===== config.mk =====
export PLATFORM = sky130hd
export DESIGN_NAME = wdt_keyseq_top
export DESIGN_NICKNAME = d
export VERILOG_FILES = /design/src/rtl/wdt_keyseq_pkg.sv /design/src/rtl/wdt_key_decode.sv /design/src/rtl/wdt_disarm_seq.sv /design/src/rtl/wdt_timer.sv /design/src/rtl/wdt_keyseq_top.sv
export SDC_FILE = /design/constraint.sdc
export NUM_CORES = 1
export LEC_CHECK = 0
export BUFFER_PORTS_ARGS = -buffer_cell sky130_fd_sc_hd__buf_4
export CAP_MARGIN = 20
export CORE_MARGIN = 10
export CORE_UTILIZATION = 60
export CTS_CLUSTER_DIAMETER = 60
export DETAILED_ROUTE_END_ITERATION = 8
export MAX_ROUTING_LAYER = met4
export PLACE_DENSITY = 0.8
export SYNTH_ARGS = -nofsm -noshare
export SYNTH_HDL_FRONTEND = slang
export SYNTH_HIERARCHICAL = 1
export SYNTH_SLANG_ARGS = --single-unit

===== constraint.sdc =====
create_clock -name clk -period 5.55 [get_ports clk]
set_input_delay 0.8325 -clock clk [delete_from_list [all_inputs] [get_ports clk]]
set_output_delay 0.8325 -clock clk [all_outputs]
set_load 0.01 [all_outputs]

===== src/rtl/wdt_keyseq_pkg.sv =====
package wdt_keyseq_pkg;

    localparam int DATA_W   = 8;
    localparam int SEL_W    = 3;
    localparam int BASE_EXP = 3;
    localparam int WIN_CYC  = 4;
    localparam int STAT_BIT = 4;
    localparam int CFG_BIT  = 7;
    localparam int CNT_W    = 2 * (BASE_EXP + (1 << SEL_W) - 1);

    localparam logic [DATA_W-1:0] KEY_ARM  = 8'hA5;
    localparam logic [DATA_W-1:0] KEY_OFF1 = 8'hDE;
    localparam logic [DATA_W-1:0] KEY_OFF2 = 8'hAD;
    localparam logic [DATA_W-1:0] KEY_LOCK = 8'hFF;

    typedef logic [SEL_W-1:0] ival_t;
    localparam ival_t IVAL_RST = '1;

    typedef struct packed {
        logic any;
        logic arm;
        logic off1;
        logic off2;
        logic lock;
        logic set_ival;
    } wcmd_t;

    // Terminal count for a selector: 4^(BASE_EXP+s) - 1
    function automatic logic [CNT_W-1:0] term_of(input ival_t s);
        logic [CNT_W:0] pow;
        pow = (CNT_W+1)'(1) << (2 * (BASE_EXP + int'(s)));
        return CNT_W'(pow - 1'b1);
    endfunction

endpackage


===== src/rtl/wdt_key_decode.sv =====
module wdt_key_decode
    import wdt_keyseq_pkg::*;
(
    input  logic              wr_en,
    input  logic [DATA_W-1:0] wr_data,
    output wcmd_t             cmd
);
    always_comb begin
        cmd          = '0;
        cmd.any      = wr_en;
        cmd.arm      = wr_en && (wr_data == KEY_ARM);
        cmd.off1     = wr_en && (wr_data == KEY_OFF1);
        cmd.off2     = wr_en && (wr_data == KEY_OFF2);
        cmd.lock     = wr_en && (wr_data == KEY_LOCK);
        cmd.set_ival = wr_en && !wr_data[CFG_BIT];
    end
endmodule


===== src/rtl/wdt_disarm_seq.sv =====
module wdt_disarm_seq
    import wdt_keyseq_pkg::*;
#(
    parameter int WIN = WIN_CYC
) (
    input  logic  clk,
    input  logic  srst,
    input  wcmd_t cmd,
    output logic  disarm,
    output logic  locked
);
    localparam int AGE_W = $clog2(WIN + 1);

    logic             pend;
    logic [AGE_W-1:0] age;

    assign disarm = cmd.off2 && pend && !locked;

    always_ff @(posedge clk) begin
        if (srst) begin
            pend   <= 1'b0;
            age    <= '0;
            locked <= 1'b0;
        end else begin
            if (cmd.lock)
                locked <= 1'b1;
            if (cmd.off1) begin
                pend <= 1'b1;
                age  <= AGE_W'(1);
            end else if (cmd.any) begin
                pend <= 1'b0;
            end else if (pend) begin
                if (age == AGE_W'(WIN))
                    pend <= 1'b0;
                else
                    age <= age + 1'b1;
            end
        end
    end

    AST_LOCK_STICKY: assert property (@(posedge clk) disable iff (srst)
        locked |=> locked);
    AST_NO_DISARM_LOCKED: assert property (@(posedge clk) disable iff (srst)
        locked |-> !disarm);
    AST_WIN_LIMIT: assert property (@(posedge clk) disable iff (srst)
        pend |-> (age >= AGE_W'(1) && age <= AGE_W'(WIN)));
endmodule


===== src/rtl/wdt_timer.sv =====
module wdt_timer
    import wdt_keyseq_pkg::*;
(
    input  logic  clk,
    input  logic  srst,
    input  logic  reload,
    input  logic  disarm,
    input  ival_t ival,
    output logic  running,
    output logic  expire
);
    logic [CNT_W-1:0] cnt;
    ival_t            act_sel;
    logic [CNT_W-1:0] term;

    assign term   = term_of(act_sel);
    assign expire = running && (cnt == term) && !reload;

    always_ff @(posedge clk) begin
        if (srst) begin
            cnt     <= '0;
            running <= 1'b1;
            act_sel <= IVAL_RST;
        end else if (reload) begin
            cnt     <= '0;
            running <= 1'b1;
            act_sel <= ival;
        end else if (disarm) begin
            cnt     <= '0;
            running <= 1'b0;
        end else if (running) begin
            cnt <= cnt + 1'b1;
        end
    end

    AST_RELOAD_ZERO: assert property (@(posedge clk) disable iff (srst)
        reload |=> (cnt == '0 && running));
    AST_CNT_BOUND: assert property (@(posedge clk) disable iff (srst)
        running |-> (cnt <= term));
    AST_DISARM_STOP: assert property (@(posedge clk) disable iff (srst)
        disarm |=> !running);
    AST_IDLE_HOLD: assert property (@(posedge clk) disable iff (srst)
        (!running && !reload) |=> (!running && $stable(cnt)));
endmodule


===== src/rtl/wdt_keyseq_top.sv =====
module wdt_keyseq_top
    import wdt_keyseq_pkg::*;
(
    input  logic              clk,
    input  logic              rst,
    input  logic              wr_en,
    input  logic [DATA_W-1:0] wr_data,
    output logic [DATA_W-1:0] rd_data,
    output logic              wdt_rst_req
);
    wcmd_t cmd;
    logic  disarm;
    logic  locked;
    logic  running;
    logic  expire;
    logic  soft_rst;
    ival_t ival;

    assign soft_rst = rst || expire;

    wdt_key_decode u_dec (
        .wr_en   (wr_en),
        .wr_data (wr_data),
        .cmd     (cmd)
    );

    wdt_disarm_seq #(.WIN(WIN_CYC)) u_seq (
        .clk    (clk),
        .srst   (soft_rst),
        .cmd    (cmd),
        .disarm (disarm),
        .locked (locked)
    );

    wdt_timer u_tmr (
        .clk     (clk),
        .srst    (soft_rst),
        .reload  (cmd.arm),
        .disarm  (disarm),
        .ival    (ival),
        .running (running),
        .expire  (expire)
    );

    always_ff @(posedge clk) begin
        if (soft_rst)
            ival <= IVAL_RST;
        else if (cmd.set_ival)
            ival <= wr_data[SEL_W-1:0];
    end

    always_ff @(posedge clk) begin
        if (rst)
            wdt_rst_req <= 1'b0;
        else
            wdt_rst_req <= expire;
    end

    always_comb begin
        rd_data                = '0;
        rd_data[STAT_BIT]      = running;
        rd_data[SEL_W-1:0]     = ival;
    end

    AST_REQ_ONE_CYCLE: assert property (@(posedge clk) disable iff (rst)
        wdt_rst_req |=> !wdt_rst_req);
    AST_REQ_RESETS: assert property (@(posedge clk) disable iff (rst)
        wdt_rst_req |-> (rd_data == 8'h17 && !locked));
    AST_IVAL_HOLD: assert property (@(posedge clk) disable iff (rst)
        (wr_en && wr_data[CFG_BIT] && !expire) |=> (ival == $past(ival)));
    AST_RD_ZEROS: assert property (@(posedge clk) disable iff (rst)
        (rd_data[7:5] == 3'b000 && rd_data[3] == 1'b0));
endmodule


==> implementation parameters <==
Parameter                              Value

Setup path
  Largest delay share family, worst path ... simple AND/OR/NAND/NOR gates
  Critical Path Max Stage Delay ... 0.66 ns
  CP bufs+invs ... 2
  Cells on worst reg2reg path ... 9
  Critical Path, Cell by Cell ... buf_4 > or3_4 > nor4_2 > nand4b_1 > a2111oi_0 > nand2_1 > nor4_1 > nor2_1 > inv_1 > or3_1 > a21oi_1
  Critical path depth ... 11
  CP Class ... input pin to flop
  Critical path arrival ... 3.70 ns
  Largest driver fanout on the critical path ... 20
  Slowest cell on crit path ... sky130_fd_sc_hd__or3_1
  CP Data Required Time ... 5.80 ns
  CP endpoint kind ... flop
  Element type at the critical path start ... input pin
  R2r setup slk ... 2.74 ns

Synthesis
  Number of flops mapped to enable cells by yosys ... 0
  Synthesized area per cell ... 8.39 µm²
  Number of synthesis warnings ... 6
  Number of synthesized register bits ... 33
  Post-synthesis cell area ... 1720 µm²
  Top cells by area, synth ... sky130_fd_sc_hd__dfxtp_1 38%, sky130_fd_sc_hd__nor2_1 4.4%, sky130_fd_sc_hd__nand2_1 3.7%
  Post-synth top area share ... 0.384
  Sequential element share of the synthesized area ... 0.384
  Synth unique cells ... 46
  Biggest area consumer among synthesized cells ... sky130_fd_sc_hd__dfxtp_1
  Number of instances in the synthesized netlist ... 205
  Dominant register cell in the synthesized netlist ... sky130_fd_sc_hd__dfxtp_1
  Share of flip-flops with an asynchronous set or reset ... 0

Global routing
  Combined global-route utilization of all metal layers ... 0.147
  Maximum number of pins on one net before global-route repair ... 21
  Grt total ovfl ... 0
  Vias in the first global route ... 1471
  Number of antenna violations at the first check in global routing ... 0
  Wire length of the first global-routing pass ... 6110 µm

Die
  Vertical extent of the die ... 73.5 µm
  Standard-cell rows ... 19
  Starting Density ... 0.624
  Die width ... 73.5 µm
  Top-level I/O count ... 20
  Total die area ... 5410 µm²
  Total core area ... 2760 µm²

Finish
  Number of inserted diodes ... 0
  Leading cell type in the layout, fill and taps excluded ... sky130_fd_sc_hd__dfxtp_1
  Layout Area Growth over Synthesis ... 9.45%
  Net count of the finished layout ... 233
  Final core area utilization ... 0.683
  Proportion of layout cells with a drive suffix above 1 ... 0.151
  Non-filler cells, final ... 250
  Commonest cells after routing, fill and taps aside ... 33 x sky130_fd_sc_hd__dfxtp_1, 20 x sky130_fd_sc_hd__nor2_1, 17 x sky130_fd_sc_hd__nand2_1

Pwr
  VDD IR max ... 0.256 mV
  P per Cell Area ... 225 nW/µm²
  Standby leakage power ... 0.000664 µW

Timing
  Maximum achievable frequency ... 290 MHz
  Max-slew violation total from the final report ... 0
  Measured slew at the worst slew-check pin ... 0.749 ns
  Hold Vio Cnt, Final ... 0
  Post-Route Setup TNS ... 0 ns
  Setup WS post-layout ... 2.10 ns
  Worst-case headroom to the max-slew limit ... 0.496
  Unrepaired setup endpoints after global routing ... false
  Worst hold margin ... 0.490 ns
  Final period utilization ... 0.621
  Tmin final ... 3.45 ns
  Final Skew ... 0.0116 ns
  Final setup viols ... 0

Placement
  Final RePlAce weighted congestion ... 0.800
  Number of placed instances with taps included ... 242
  Detailed placement HPWL ... 2720 µm
  Setup WS pre-CTS ... 1.75 ns
  PortBufs ... 15

Status
  Result of the run ... finished clean

Clock tree
  Maximum level of the CTS H-tree ... 2
  Clock tree from TritonCTS ... done
  Number of resized instances in the post-cts repair step ... 0
  Deepest clock path buffer count ... 2
  Insertion delay of the later-clocked pin in the worst-skew pair ... 0.33 ns
  Clock sink count ... 33
  CTS Hold Bufs ... 0
  Setup fix buffers added after clock tree synthesis ... 0
  CTS root buf ... sky130_fd_sc_hd__clkbuf_4
  TritonCTS buffer count ... 5
  Clock transition time at the flip-flop clock pins of the worst setup and hold paths ... 0.10 ns

Drt
  Routed WL per cell ... 14.7 µm
  Number of vias per cell after detailed routing ... 5.94
  1st-iter DRT viols ... 61
  Total DRC errors in the routed layout ... 0
  Final wirelength ... 3680 µm
  First-pass DRT Iterations ... 4
  Count of nets left with antenna violations after detail routing ... 0
  Via Count ... 1484

Hold path
  Depth of the worst hold-timing path ... 2
  Path category of the worst min-delay check ... flop to flop

Run
  Max capacitance violation total ... 0
## layer usage
metal	part of all wire	routed length, µm	global-route usage
met4	0.016	58	0.0766
met2	0.49	1820	0.229
met5	0	0	-
met3	0.059	219	0.0498
met1	0.43	1590	0.162
## state kept, by name (all words and copies together), names as in the netlist
register and count:
u_seq/locked 1, wdt_rst_req 1, u_seq/pend 1, u_tmr/act_sel 3, u_tmr/running 1, ival 3
u_seq/age 3, u_tmr/cnt 20
## through the flow
stage	instance area, µm²	total power, µW
5_1_grt	1880	446
4_1_cts	1880	428
2_1_floorplan	1730	265
3_3_place_gp	1810	273
3_5_place_dp	1810	274
6_report	1880	425
## worst min-delay path, cell delays in order (launching register included)
cell                      delay (ns)
sky130_fd_sc_hd__dfxtp_1        0.34
sky130_fd_sc_hd__nor2_1         0.05
sky130_fd_sc_hd__nor2_1         0.07
## synth_stat cells, drive strengths merged (2+ instances only)
cell type   n
nor4        5
xnor2       7
nor3        8
or3        11
nand3      12
nand2      17
nor3b       2
mux2i       4
clkbuf      4
ha          4
xor2        3
dfxtp      33
buf         8
a21oi      12
o21ai      12
a211o       3
inv         7
nand4       5
nor2b       6
nor2       20
or4         4
## cell type report
type / instances / area [µm²]
fill: 222 / 875
tap: 31 / 38.8
multi-input combinational: 156 / 975
timing repair buffer: 15 / 113
clock buffer: 7 / 65.1
clock inverter: 1 / 5.00
sequential: 33 / 661
inverter: 7 / 26.3
## report_power, final
group,switching [µW],leakage (µW),internal (µW),total (µW)
clock network,82.1,0.0000413,73.4,155
registers,4.38,0.000267,240,244
logic,13.8,0.000356,11.1,24.9
total,100,0.000664,324,425
## cells by family after synthesis
family | Yosys count | share of synthesized area
other cells | 1 | 0.00218
simple gates | 97 | 0.320
mux | 5 | 0.0320
compound gates | 36 | 0.126
fa+ha+maj | 4 | 0.0291
buf+inv | 19 | 0.0560
flops | 33 | 0.384
xor+xnor | 10 | 0.0509
## final timing paths
kind,start,end
min,u_seq/locked,u_seq/locked
max reg2reg,u_tmr/cnt[0],u_tmr/cnt[13]
min reg2reg,u_seq/locked,u_seq/locked
max,wr_data[4],u_tmr/cnt[13]
Power figures use the tool's default switching activity.
